$ cat config.mk
export PLATFORM = sky130hd
export DESIGN_NAME = dirCacheCtrl
export DESIGN_NICKNAME = d
export VERILOG_FILES = /design/src/rtl/dirPkg.sv /design/src/rtl/dirLineStore.sv /design/src/rtl/dirCtrlFsm.sv /design/src/rtl/dirCacheCtrl.sv
export SDC_FILE = /design/constraint.sdc
export NUM_CORES = 1
export LEC_CHECK = 0
export BUFFER_PORTS_ARGS = -buffer_cell sky130_fd_sc_hd__buf_2
export CAP_MARGIN = 20
export CORE_UTILIZATION = 45
export CTS_CLUSTER_SIZE = 8
export DETAILED_ROUTE_END_ITERATION = 16
export GPL_TIMING_DRIVEN = 0
export SLEW_MARGIN = 5
export SYNTH_ARGS = -nofsm -noshare
export SYNTH_HDL_FRONTEND = slang
export SYNTH_SLANG_ARGS = --single-unit
$ cat constraint.sdc
create_clock -name clk -period 6 [get_ports clk]
set_clock_uncertainty 0.2 [all_clocks]
set_input_delay 0.6 -clock clk [delete_from_list [all_inputs] [get_ports clk]]
set_output_delay 0.6 -clock clk [all_outputs]
set_load 0.02 [all_outputs]
$ cat src/rtl/dirPkg.sv
package dirPkg;
  typedef enum logic [1:0] {LS_INV = 2'd0, LS_SHR = 2'd1, LS_EXC = 2'd2} lineState_t;
  typedef enum logic [1:0] {C_IDLE = 2'd0, C_SENDMISS = 2'd1, C_WAIT = 2'd2} ctrlState_t;
  typedef enum logic [1:0] {AS_CPU = 2'd0, AS_VICTIM = 2'd1, AS_INMSG = 2'd2} addrSel_t;

  localparam logic [1:0] OUT_RDMISS  = 2'd0;
  localparam logic [1:0] OUT_WRMISS  = 2'd1;
  localparam logic [1:0] OUT_WRBACK  = 2'd2;

  localparam logic [1:0] IN_INVAL    = 2'd0;
  localparam logic [1:0] IN_FETCH    = 2'd1;
  localparam logic [1:0] IN_FETCHINV = 2'd2;
  localparam logic [1:0] IN_REPLY    = 2'd3;

  typedef struct packed {
    logic       lineSelIn;
    logic       stWe;
    lineState_t stVal;
    logic       tagWe;
    logic       dataWe;
    logic       dataFromReply;
    logic       msgSend;
    logic [1:0] msgType;
    addrSel_t   addrSel;
  } ctrlStrobe_t;
endpackage

$ cat src/rtl/dirLineStore.sv
module dirLineStore
  import dirPkg::*;
#(
  parameter int ADDR_W  = 8,
  parameter int DATA_W  = 8,
  parameter int LINES   = 8,
  parameter int NODE_W  = 2,
  parameter int NODE_ID = 2
) (
  input  logic              clk,
  input  logic              rstN,
  input  ctrlStrobe_t       strobe,
  input  logic [ADDR_W-1:0] cpuAddr,
  input  logic [DATA_W-1:0] cpuWdata,
  input  logic [ADDR_W-1:0] msgInAddr,
  input  logic [DATA_W-1:0] msgInData,
  output lineState_t        cpuLineState,
  output logic              cpuTagHit,
  output logic [DATA_W-1:0] cpuLineData,
  output lineState_t        inLineState,
  output logic              inTagHit,
  output logic              msgOutValid,
  output logic [1:0]        msgOutType,
  output logic [NODE_W-1:0] msgOutNode,
  output logic [ADDR_W-1:0] msgOutAddr,
  output logic [DATA_W-1:0] msgOutData
);
  localparam int IDX_W = $clog2(LINES);
  localparam int TAG_W = ADDR_W - IDX_W;

  lineState_t        stArr   [LINES];
  logic [TAG_W-1:0]  tagArr  [LINES];
  logic [DATA_W-1:0] dataArr [LINES];

  logic [IDX_W-1:0] cpuIdx, inIdx, wrIdx;
  logic [TAG_W-1:0] cpuTag, inTag;

  assign cpuIdx = cpuAddr[IDX_W-1:0];
  assign cpuTag = cpuAddr[ADDR_W-1:IDX_W];
  assign inIdx  = msgInAddr[IDX_W-1:0];
  assign inTag  = msgInAddr[ADDR_W-1:IDX_W];
  assign wrIdx  = strobe.lineSelIn ? inIdx : cpuIdx;

  assign cpuLineState = stArr[cpuIdx];
  assign cpuTagHit    = (tagArr[cpuIdx] == cpuTag);
  assign cpuLineData  = dataArr[cpuIdx];
  assign inLineState  = stArr[inIdx];
  assign inTagHit     = (tagArr[inIdx] == inTag);
  assign msgOutNode   = NODE_W'(NODE_ID);

  always_ff @(posedge clk) begin
    if (!rstN) begin
      for (int i = 0; i < LINES; i++) stArr[i] <= LS_INV;
    end else if (strobe.stWe) begin
      stArr[wrIdx] <= strobe.stVal;
    end
  end

  always_ff @(posedge clk) begin
    if (strobe.tagWe) tagArr[cpuIdx] <= cpuTag;
    if (strobe.dataWe) dataArr[cpuIdx] <= strobe.dataFromReply ? msgInData : cpuWdata;
  end

  always_ff @(posedge clk) begin
    if (!rstN) begin
      msgOutValid <= 1'b0;
      msgOutType  <= '0;
      msgOutAddr  <= '0;
      msgOutData  <= '0;
    end else if (strobe.msgSend) begin
      msgOutValid <= 1'b1;
      msgOutType  <= strobe.msgType;
      case (strobe.addrSel)
        AS_VICTIM: msgOutAddr <= {tagArr[cpuIdx], cpuIdx};
        AS_INMSG:  msgOutAddr <= msgInAddr;
        default:   msgOutAddr <= cpuAddr;
      endcase
      if (strobe.msgType != OUT_WRBACK) msgOutData <= '0;
      else if (strobe.addrSel == AS_INMSG) msgOutData <= dataArr[inIdx];
      else msgOutData <= dataArr[cpuIdx];
    end else begin
      msgOutValid <= 1'b0;
      msgOutType  <= '0;
      msgOutAddr  <= '0;
      msgOutData  <= '0;
    end
  end
endmodule

$ cat src/rtl/dirCtrlFsm.sv
module dirCtrlFsm
  import dirPkg::*;
(
  input  logic        clk,
  input  logic        rstN,
  input  logic        cpuReq,
  input  logic        cpuWe,
  input  logic        msgInValid,
  input  logic [1:0]  msgInType,
  input  lineState_t  cpuLineState,
  input  logic        cpuTagHit,
  input  lineState_t  inLineState,
  input  logic        inTagHit,
  output ctrlStrobe_t strobe,
  output logic        cpuDone,
  output logic        rdFromReply
);
  ctrlState_t curState, nextState;
  logic cohIn, inMatch, cpuMatch;

  assign cohIn    = msgInValid && (msgInType != IN_REPLY);
  assign inMatch  = (inLineState != LS_INV) && inTagHit;
  assign cpuMatch = (cpuLineState != LS_INV) && cpuTagHit;
  assign rdFromReply = (curState == C_WAIT);

  always_comb begin
    strobe    = '0;
    cpuDone   = 1'b0;
    nextState = curState;
    if (cohIn) begin
      strobe.lineSelIn = 1'b1;
      strobe.addrSel   = AS_INMSG;
      strobe.msgType   = OUT_WRBACK;
      case (msgInType)
        IN_INVAL: if (inMatch && inLineState == LS_SHR) begin
          strobe.stWe  = 1'b1;
          strobe.stVal = LS_INV;
        end
        IN_FETCH: if (inMatch && inLineState == LS_EXC) begin
          strobe.stWe    = 1'b1;
          strobe.stVal   = LS_SHR;
          strobe.msgSend = 1'b1;
        end
        IN_FETCHINV: if (inMatch && inLineState == LS_EXC) begin
          strobe.stWe    = 1'b1;
          strobe.stVal   = LS_INV;
          strobe.msgSend = 1'b1;
        end
        default: ;
      endcase
    end else begin
      case (curState)
        C_IDLE: if (cpuReq) begin
          if (!cpuWe && cpuMatch) begin
            cpuDone = 1'b1;
          end else if (cpuWe && cpuMatch && cpuLineState == LS_EXC) begin
            cpuDone       = 1'b1;
            strobe.dataWe = 1'b1;
          end else begin
            strobe.stWe    = 1'b1;
            strobe.stVal   = LS_INV;
            strobe.tagWe   = 1'b1;
            strobe.msgSend = 1'b1;
            if (cpuLineState == LS_EXC && !cpuTagHit) begin
              strobe.msgType = OUT_WRBACK;
              strobe.addrSel = AS_VICTIM;
              nextState      = C_SENDMISS;
            end else begin
              strobe.msgType = cpuWe ? OUT_WRMISS : OUT_RDMISS;
              strobe.addrSel = AS_CPU;
              nextState      = C_WAIT;
            end
          end
        end
        C_SENDMISS: begin
          strobe.msgSend = 1'b1;
          strobe.msgType = cpuWe ? OUT_WRMISS : OUT_RDMISS;
          strobe.addrSel = AS_CPU;
          nextState      = C_WAIT;
        end
        C_WAIT: if (msgInValid && msgInType == IN_REPLY) begin
          cpuDone              = 1'b1;
          strobe.stWe          = 1'b1;
          strobe.stVal         = cpuWe ? LS_EXC : LS_SHR;
          strobe.dataWe        = 1'b1;
          strobe.dataFromReply = !cpuWe;
          nextState            = C_IDLE;
        end
        default: nextState = C_IDLE;
      endcase
    end
  end

  always_ff @(posedge clk) begin
    if (!rstN) curState <= C_IDLE;
    else curState <= nextState;
  end
endmodule

$ cat src/rtl/dirCacheCtrl.sv
module dirCacheCtrl
  import dirPkg::*;
#(
  parameter int ADDR_W  = 8,
  parameter int DATA_W  = 8,
  parameter int LINES   = 8,
  parameter int NODE_W  = 2,
  parameter int NODE_ID = 2
) (
  input  logic              clk,
  input  logic              rstN,
  input  logic              cpuReq,
  input  logic              cpuWe,
  input  logic [ADDR_W-1:0] cpuAddr,
  input  logic [DATA_W-1:0] cpuWdata,
  output logic              cpuDone,
  output logic              cpuStall,
  output logic [DATA_W-1:0] cpuRdata,
  input  logic              msgInValid,
  input  logic [1:0]        msgInType,
  input  logic [ADDR_W-1:0] msgInAddr,
  input  logic [DATA_W-1:0] msgInData,
  output logic              msgOutValid,
  output logic [1:0]        msgOutType,
  output logic [NODE_W-1:0] msgOutNode,
  output logic [ADDR_W-1:0] msgOutAddr,
  output logic [DATA_W-1:0] msgOutData
);
  ctrlStrobe_t       strobe;
  lineState_t        cpuLineState, inLineState;
  logic              cpuTagHit, inTagHit, rdFromReply;
  logic [DATA_W-1:0] cpuLineData;

  dirCtrlFsm ctrl_i (
    .clk(clk), .rstN(rstN), .cpuReq(cpuReq), .cpuWe(cpuWe),
    .msgInValid(msgInValid), .msgInType(msgInType),
    .cpuLineState(cpuLineState), .cpuTagHit(cpuTagHit),
    .inLineState(inLineState), .inTagHit(inTagHit),
    .strobe(strobe), .cpuDone(cpuDone), .rdFromReply(rdFromReply)
  );

  dirLineStore #(
    .ADDR_W(ADDR_W), .DATA_W(DATA_W), .LINES(LINES),
    .NODE_W(NODE_W), .NODE_ID(NODE_ID)
  ) store_i (
    .clk(clk), .rstN(rstN), .strobe(strobe),
    .cpuAddr(cpuAddr), .cpuWdata(cpuWdata),
    .msgInAddr(msgInAddr), .msgInData(msgInData),
    .cpuLineState(cpuLineState), .cpuTagHit(cpuTagHit), .cpuLineData(cpuLineData),
    .inLineState(inLineState), .inTagHit(inTagHit),
    .msgOutValid(msgOutValid), .msgOutType(msgOutType), .msgOutNode(msgOutNode),
    .msgOutAddr(msgOutAddr), .msgOutData(msgOutData)
  );

  assign cpuStall = cpuReq && !cpuDone;
  assign cpuRdata = rdFromReply ? msgInData : cpuLineData;
endmodule

Word-level counts from Yosys, hierarchy flattened. Memories as Yosys holds them, arrays and structs flattened. Cells that the tools add are included. W data, S select, Z words.

Eq/ne operators: 18. Mux-type cells: 55. Bitwise operators: 3. Reductions and logical operators: 23.

Operators by type and width (number): $mux W5 (6); $mux W3 (8); $mux W8 (3); $mux W1 (21); $mux W2 (8); $pmux W8 S2 (1); $eq A2 B2 Y1 const B (6); $logic_and A1 B1 Y1 (11); $eq A5 B5 Y1 (2); $ne A2 B2 Y1 const B (5); $pmux W5 S2 (1); $pmux W3 S3 (1); $eq A2 B1 Y1 const B (4); $mux W4 (2); $pmux W2 S3 (1); $pmux W3 S2 (1); $reduce_and A5 Y1 (1); $logic_not A2 Y1 (2); $pmux W1 S2 (2); $reduce_bool A2 Y1 (2); $reduce_or A2 Y1 (2); $logic_not A1 Y1 (3); $not A1 Y1 (3); $reduce_or A3 Y1 (1); 2 further kinds (2).

Register bits after elaboration: 21. Bits in writable memories: 120. Input bits: 39. Memories: 3.

Memory list: store_i.dataArr (words 8, bits a word 8, rd ports 2, clocked after Yosys merged registers in 0, write ports 1, RTL line dirLineStore.sv:33) `logic [DATA_W-1:0] dataArr [LINES];`; store_i.tagArr (words 8, bits a word 5, rd ports 2, clocked after Yosys merged registers in 0, write ports 1, RTL line dirLineStore.sv:32) `logic [TAG_W-1:0] tagArr [LINES];`; store_i.stArr (words 8, bits a word 2, rd ports 2, clocked after Yosys merged registers in 0, write ports 8, RTL line dirLineStore.sv:31) `lineState_t stArr [LINES];`.

Depth between registers and ports, before layout. Gate-level depths: netlist (run 1). An unclocked memory read counts as a cell.

Word-level depth: 15. Gate-level depth with buffers: 12. Mapped depth without buffers: 8.

Cells and area by module. From an unflattened synthesis (run 1), not the netlist that was laid out.

Cells, all modules: 545. Area total of the unflattened synthesis: 7343.3 µm².

By module, submodules not included: dirLineStore (instances 1, cells an instance 485, area an instance 6837.8 µm², sequential area each 3983.8 µm²); dirCtrlFsm (instances 1, cells an instance 50, area an instance 367.9 µm², sequential area each 40.0 µm²); dirCacheCtrl (instances 1, cells an instance 10, area an instance 137.6 µm², sequential area each 0.0 µm²).

Least setup slack after synthesis (run 1). Ideal clock, no wire load.

Path type: input port to output port. From: input cpuAddr[2]. To: output cpuStall. Arrival time: 2.634 ns. Path slack: 2.566 ns. Stages: 9. Path through: buf_2 > mux2_2 > a22o_1 > o21a_1 > a211o_1 > or2_1 > buf_6 > o31ai_1 > a21boi_0.

Longest elaborated chain between the ends: 12.

RTL lines: start: declaration (RTL line dirCacheCtrl.sv:14) `input logic [ADDR_W-1:0] cpuAddr,`; $mem_v2 Z8 W5 or $mem_v2 Z8 W2 (tied branches); $eq A5 B5 Y1 or $reduce_bool A2 Y1 (tied branches) (RTL line dirLineStore.sv:45, dirCtrlFsm.sv:23); $logic_and A1 B1 Y1 (RTL line dirCtrlFsm.sv:23) `assign cpuMatch = (cpuLineState != LS_INV) && cpuTagHit;`; $logic_and A1 B1 Y1 (2 in series) (RTL line dirCtrlFsm.sv:56) `end else if (cpuWe && cpuMatch && cpuLineState == LS_EXC) begin`; $mux W1 (RTL line dirCtrlFsm.sv:56); $mux W1 * (RTL line dirCtrlFsm.sv:54) `if (!cpuWe && cpuMatch) begin`; $mux W1 * (RTL line dirCtrlFsm.sv:53) `C_IDLE: if (cpuReq) begin`; $pmux W1 S2 * (RTL line dirCtrlFsm.sv:52) `case (curState)`; $mux W1 * (RTL line dirCtrlFsm.sv:30) `if (cohIn) begin`; $logic_not A1 Y1 * (RTL line dirCacheCtrl.sv:55) `assign cpuStall = cpuReq && !cpuDone;`; $logic_and A1 B1 Y1 * (RTL line dirCacheCtrl.sv:55); end: declaration (RTL line dirCacheCtrl.sv:17) `output logic cpuStall,`.

Every way passes the cells marked *; elsewhere a longest branch is shown, timed or not.

Worst setup path in the final report (run 1).
From: input cpuAddr[2]. To: output cpuDone.

Longest elaborated chain between the ends: 10.

RTL lines: $mem_v2 Z8 W5 or $mem_v2 Z8 W2 (tied branches); $eq A5 B5 Y1 or $reduce_bool A2 Y1 (tied branches) (RTL line dirLineStore.sv:45, dirCtrlFsm.sv:23); $logic_and A1 B1 Y1 (RTL line dirCtrlFsm.sv:23); $logic_and A1 B1 Y1 (2 in series) (RTL line dirCtrlFsm.sv:56); $mux W1 (RTL line dirCtrlFsm.sv:56); $mux W1 * (RTL line dirCtrlFsm.sv:54); $mux W1 * (RTL line dirCtrlFsm.sv:53); $pmux W1 S2 * (RTL line dirCtrlFsm.sv:52); $mux W1 * (RTL line dirCtrlFsm.sv:30); end: declaration (RTL line dirCacheCtrl.sv:16) `output logic cpuDone,`.

Marks and branches as above.

==> summary.txt, run 1 <==
Run status
  • Status: finished clean

Clocking
  • Sink Count: 141
  • CTS Hold Buffers Added: 0
  • TritonCTS clock tree: built
  • Clock Pin Slew Worst Setup and Hold Paths: 60 ps
  • Clk buf depth: 2
  • PostCTS Resize Cnt: 0
  • H-tree levels: 4
  • Worst-Skew Late Latency: 430 ps
  • TritonCTS Buffers: 17
  • Post-CTS setup buffers: 0
  • CTS root buf: clkbuf_16

Cells and area
  • Layout Nets: 706
  • Layout cell share with drive strength beyond 1: 28.8%
  • Most frequent cells in the layout: edfxtp_1 (120), buf_2 (77), mux2i_1 (48), nand2_1 (47), nor2_1 (46)
  • Area Growth Syn to Fin: 18.5%
  • Commonest non-fill, non-tap cell in the layout: edfxtp_1
  • # diodes: 0
  • Post-layout instance area: 8730 sq um

Critical path
  • Cell Chain, Critical Path: buf_2 -> buf_2 -> clkinv_1 -> mux2i_1 -> xor2_1 -> o221ai_1 -> or2_1 -> buf_6 -> o31ai_1 -> and2_1 -> buf_2
  • FF-to-FF Start: store_i.tagArr[3][3]
  • Crit Path Class: input port to primary output
  • CP top delay family: buffers and inverters
  • CP Depth: 11
  • Worst Setup End Kind: primary output
  • Most used cell along the critical path: buf_2
  • Slowest CP cell: clkinv_1
  • Crit-path max FO: 10
  • Reg2reg setup slack: 2420 ps
  • CP Capture Point: cpuDone
  • Critical Path RT: 5200 ps
  • R2R cell count: 7
  • CP startpoint: cpuAddr[2]
  • CP arrival: 3440 ps
  • RR Endpoint: store_i.dataArr[6][2]
  • Worst stage delay on the critical path: 490 ps
  • Buf/Inv on CP: 5
  • Worst Setup Start Kind: input port

Timing
  • Tcrit/Tclk final: 70.6%
  • Worst-Margin Slew: 1040 ps
  • Slew headroom: 30.0%
  • Fmax: 0.236 GHz
  • RSZ-0062 raised after global routing: no
  • Fin Setup TNS: 0 ps
  • Minimum clock period: 4240 ps
  • Final setup violation count: 0
  • Final worst setup slack: 1760 ps
  • Final number of max-transition violations: 0
  • Hold Fails Final Rpt: 0

Place
  • Placement Cell Area: 8090 sq um
  • Gpl congestion: 0.912
  • DPL Wire Length: 14800 um
  • DP Worst Slack: 1600 ps
  • I/O Buffers: 64

Route
  • First-pass DRT Iterations: 7
  • Wirelength per Cell: 23.0 um
  • DRC violations left: 0
  • Detailed Route Iter0 Violations: 676
  • Vias: 5379
  • ANT nets after route: 0
  • Routed WL: 20500 um
  • Vias per inst: 6.03

Hold path
  • Hold crit path type: input port to flop

Power and ir drop
  • Leak: 3.19 nW
  • PwrDens: 287 nW/um^2
  • VDD IR max: 196 uV

Synth
  • Synth Warn #: 0
  • Ys async rst share: 0%
  • Post-synthesis net count: 610
  • Synth Cell Area: 7370 sq um
  • Distinct cells, synth: 59
  • Seq/Total Area, Yosys: 54.6%
  • Syn Inst Count: 567
  • Mean Syn Cell Area: 13.0 sq um
  • Post-synth EDFFs: 120
  • Synth Flop Type: edfxtp_1
  • #FFs+latches synth: 141

Floorplanning
  • Initial Util: 46.2%
  • Chip Width: 130 um
  • Die ar.: 16900 sq um
  • Die Y: 130 um
  • # IOs: 70
  • Placeable core region: 15900 sq um
  • # rows: 46

GRT
  • Largest net degree at the start of global routing: 17
  • First-pass GRT wire length: 30600 um
  • GR Util All Layers: 25.6%
  • Initial antenna violation count: 0
  • Grt ovf: 0
  • Vias in the first global route: 5272

Job
  • Maxcap violations: 0
-- layer usage --
| metal | vias to the layer above | wire (um) | track usage (%) |
|---|---|---|---|
| li1 | 2421 | - | - |
| met1 | 2667 | 8770 | 34.3 |
| met2 | 247 | 9700 | 40.2 |
| met3 | 44 | 1580 | 6.72 |
| met4 | 0 | 488 | 9.64 |
| met5 | - | 0 | 0 |
-- cells in the mapped netlist, types with 10 or more instances --
cell type  count  share of area, %
a211oi_1      10               1.0
nand2_1       47               2.4
a221oi_1      12               1.4
mux2i_1       48               6.5
nor4_1        10              0.85
edfxtp_1     120                49
o21ai_0       13              0.88
dfxtp_1       21               5.7
clkbuf_1      13              0.66
nor2_1        46               2.3
a21oi_1       17               1.2
mux2_2        20               3.1
nor3_1        18               1.2
mux4_2        35                11
a22oi_1       11               1.1
-- kinds of logic (layout without fill, tap and decap cells) --
| family | count (synthesis) | after routing | synth area share (%) |
|---|---|---|---|
| simple gates | 169 | 169 | 11.3 |
| buf+inv | 45 | 154 | 3.21 |
| mux | 103 | 103 | 20.3 |
| flops | 141 | 141 | 54.6 |
| compound gates | 100 | 100 | 9.41 |
| fa+ha+maj | 4 | 4 | 0.679 |
| other cells | 2 | 2 | 0.102 |
| xor+xnor | 3 | 3 | 0.357 |
-- power breakdown --
part	internal [mW]	switching, mW	leakage (nW)
sequential	1.08	0.00942	1.26
clock	0.685	0.417	0.311
combinational	0.115	0.194	1.61
-- stage by stage --
step                std cells  hold slack, ps  utilization, %  power [mW]
CTS                       891             277            54.7        2.51
floorplan                 567             384               -        1.32
global route              892             287            54.7        2.58
finish                    892             281            54.7        2.50
global placement          847             425            49.9        1.41
detailed placement        859             438            50.7        1.42
-- area by class of cell --
cell class / instances / area (sq um)
clock inverter: 8 / 88.8
buffer: 36 / 203
sequential: 141 / 4020
tap: 216 / 270
multi-input combinational: 381 / 3150
timing repair buffer: 77 / 417
clock buffer: 24 / 546
inverter: 9 / 33.8
fill: 1343 / 7220
-- worst min-delay path by stage --
stage                                  start  cells past startpoint               endpoint
final                             cpuAddr[4]                      1   store_i.tagArr[7][1]
after global placement    ctrl_i.curState[1]                      2     ctrl_i.curState[1]
after detailed placement  ctrl_i.curState[1]                      2     ctrl_i.curState[1]
after CTS                              cpuWe                      3  store_i.msgOutType[0]
after global routing              cpuAddr[4]                      1   store_i.tagArr[2][1]
after floorplan           ctrl_i.curState[1]                      2  store_i.msgOutType[0]
-- state kept, by name (all words and copies together), names as in the netlist --
signal	flops
store_i.msgOutData	8
store_i.tagArr	40
ctrl_i.curState	2
store_i.msgOutValid	1
store_i.stArr	16
store_i.dataArr	64
store_i.msgOutType	2
store_i.msgOutAddr	8
Power figures use the tool's default switching activity.
==> run 2: changes to the inputs <==
--- a/config.mk
+++ b/config.mk
@@ -11,6 +11,7 @@
 export CTS_CLUSTER_SIZE = 8
 export DETAILED_ROUTE_END_ITERATION = 16
 export GPL_TIMING_DRIVEN = 0
+export PLACE_DENSITY = 0.66
 export SLEW_MARGIN = 5
 export SYNTH_ARGS = -nofsm -noshare
 export SYNTH_HDL_FRONTEND = slang
==> constraint.sdc (replaced) <==
create_clock -name clk -period 3.6 [get_ports clk]
set_clock_uncertainty 0.2 [all_clocks]
set_input_delay 0.36 -clock clk [delete_from_list [all_inputs] [get_ports clk]]
set_output_delay 0.36 -clock clk [all_outputs]
set_load 0.02 [all_outputs]
==> summary.txt, run 2 (synthesis results as in run 1) <==
Cells and area
  • Multi-input gate area: 3210 sq um (+1.9%)
  • Layout Nets: 701 (-0.71%)
  • Top flop regs: store_i.dataArr (64), store_i.tagArr (40), store_i.stArr (16)
  • Most frequent cells in the layout: edfxtp_1 (120), buf_2 (74), nand2_1 (47), mux2i_1 (47), nor2_1 (45)
  • # diodes: 0 (unchanged)
  • Post-layout instance area: 8720 sq um (-0.13%)
  • Commonest non-fill, non-tap cell in the layout: edfxtp_1
  • # fillers: 1312 (-2.3%)
  • Seq. cell area: 4020 sq um (unchanged)
  • Biggest register: store_i.dataArr
  • Largest register FFs: 64 (unchanged)
  • Area Growth Syn to Fin: 18.3%
  • Layout cell share with drive strength beyond 1: 30.0% (+1.1 points)

Hold path
  • Hold crit path type: input port to flop
  • Hold Path Depth: 3 (+2)

Place
  • Gpl congestion: 0.912 (about the same)
  • I/O Buffers: 64 (unchanged)
  • DPL Wire Length: 15000 um (+0.95%)
  • Placement Cell Area: 8100 sq um (+0.14%)
  • DP Worst Slack: -558 ps (-2150 ps)

Power and ir drop
  • Clock network power share: 42.7% (-1.3 points)
  • Sw Share: 25.2% (+0.47 points)
  • Cell Int Power: 3.07 mW (+63%)
  • Psw: 1.04 mW (+67%)
  • Comb pwr share: 12.9% (+0.5 points)
  • PwrDens: 470 nW/um^2 (+64%)
  • Leak: 3.15 nW (-1.0%)
  • VDD IR max: 349 uV (+78%)
  • Flop pwr share: 44.4% (+0.8 points)

Clocking
  • H-tree levels: 4 (unchanged)
  • CTS root buf: clkbuf_16
  • Post-CTS setup buffers: 0 (unchanged)
  • Clk buf depth: 2 (unchanged)
  • TritonCTS clock tree: built
  • Sink Count: 141 (unchanged)
  • Worst-Skew Late Latency: 430 ps (about the same)
  • Clock Pin Slew Worst Setup and Hold Paths: 60 ps (about the same)
  • CTS Hold Buffers Added: 0 (unchanged)
  • TritonCTS Buffers: 17 (unchanged)

Critical path
  • Worst Setup End Kind: flop
  • Crit Path Class: input port to flop
  • Crit-path max FO: 10 (unchanged)
  • Worst Setup Start Kind: input port
  • Critical Path RT: 3460 ps (-1740 ps)
  • R2R cell count: 7 (unchanged)
  • CP arrival: 3380 ps (-60 ps)
  • Reg2reg setup slack: 100 ps (-2320 ps)

Route
  • Vias: 5527 (+2.8%)
  • Wirelength per Cell: 23.6 um (+2.5%)
  • ANT nets after route: 0 (unchanged)
  • Routed WL: 20900 um (+1.9%)
  • Max layer used: met4
  • DRC violations left: 0 (unchanged)
  • First-pass DRT Iterations: 5 (-2)
  • Length of routed met3 wiring: 1770 um (+12%)
  • Detailed Route Iter0 Violations: 715 (+5.8%)
  • Vias per inst: 6.23 (+3.3%)
  • Wl on met1: 8570 um (-2.3%)
  • Met2 wire len: 10000 um (+3.5%)

Timing
  • Minimum clock period: 3520 ps
  • Fmax: 0.284 GHz
  • Tcrit/Tclk final: 97.7%
  • RSZ-0062 raised after global routing: yes
  • Slew headroom: 25.0% (-5.0 points)
  • Worst-Margin Slew: 1120 ps (+71.8 ps)
  • Final worst setup slack: 81.0 ps (-1680 ps)
  • Final setup violation count: 0 (unchanged)
  • Hold Fails Final Rpt: 0 (unchanged)
  • Final number of max-transition violations: 0 (unchanged)
  • Fin Setup TNS: 0 ps (unchanged)
  • Min Hold Slack: 45.3 ps (-236 ps)

Floorplanning
  • Die Y: 130 um (unchanged)
  • Chip Width: 130 um (unchanged)
  • Die ar.: 16900 sq um (unchanged)
  • Initial Util: 46.2% (unchanged)
  • # IOs: 70 (unchanged)
  • # rows: 46 (unchanged)
  • Placeable core region: 15900 sq um (unchanged)

GRT
  • Largest net degree at the start of global routing: 17 (unchanged)
  • Grt ovf: 0 (unchanged)
  • First-pass GRT wire length: 31100 um (+1.5%)
  • Vias in the first global route: 5387 (+2.2%)
  • Initial antenna violation count: 0 (unchanged)
  • GR Util All Layers: 25.9% (+0.26 points)

Run status
  • Status: finished clean

Job
  • Maxcap violations: 0 (unchanged)
[run 2: cell count changes in the layout (fill, tap and decap cells not counted), moves of 3 or more]
cell and change:
nor4_1 -7, nor4_2 +7, buf_2 -3, clkinv_2 +3
[run 2: area by class of cell]
type	count	area share, %
clock inverters	7	0.531
plain buffers	36	2.34
inverters	9	0.402
flip-flops and latches	141	46.2
repair buffers	72	4.35
clock buffers	25	6.32
multi-input cells	381	36.8
well taps	216	3.10
[run 2: per-layer routing]
layer / up-vias / GRT usage [%]
li1: 2410 / -
met1: 2755 / 33.7
met2: 314 / 42.4
met3: 48 / 5.82
met4: 0 / 9.64
met5: - / 0
[run 2: worst max-delay path, cell delays in order]
cell	delay, ps
buf_2	180
buf_2	280
nor2b_1	390
a22oi_1	170
a21o_1	210
a211o_1	350
nor4_1	290
o21ai_1	330
nor3_2	800
[run 2: per-stage QoR]
step | total power, mW | cells | util (%)
finish | 4.10 | 887 | 54.7
global route | 4.20 | 887 | 54.7
CTS | 4.09 | 887 | 54.6
detailed placement | 2.37 | 855 | 50.8
global placement | 2.35 | 847 | 49.9
floorplan | 2.19 | 567 | -
[run 2: what timing repair did]
action / in CTS / in global routing
endpoints found under the setup margin: 66 / 69
hold endpoints to repair: 0 / 0
gates resized for setup: 2 / 5
pin swaps: 0 / 0
[run 2: path summary, 6_finish.rpt]
check	start	endpoint
min	cpuWe	store_i.msgOutType[0]
min reg2reg	ctrl_i.curState[1]	ctrl_i.curState[1]
max	cpuAddr[2]	store_i.dataArr[3][4]
max reg2reg	store_i.tagArr[2][1]	store_i.dataArr[3][4]
[run 2: power groups by stage]
stage | Combinational [mW] | Clock (mW) | Sequential (mW)
3_5_place_dp | 0.512 | 0 | 1.86
4_1_cts | 0.517 | 1.75 | 1.82
3_3_place_gp | 0.495 | 0 | 1.85
2_1_floorplan | 0.332 | 0 | 1.86
6_report | 0.528 | 1.75 | 1.82
5_1_grt | 0.560 | 1.81 | 1.82
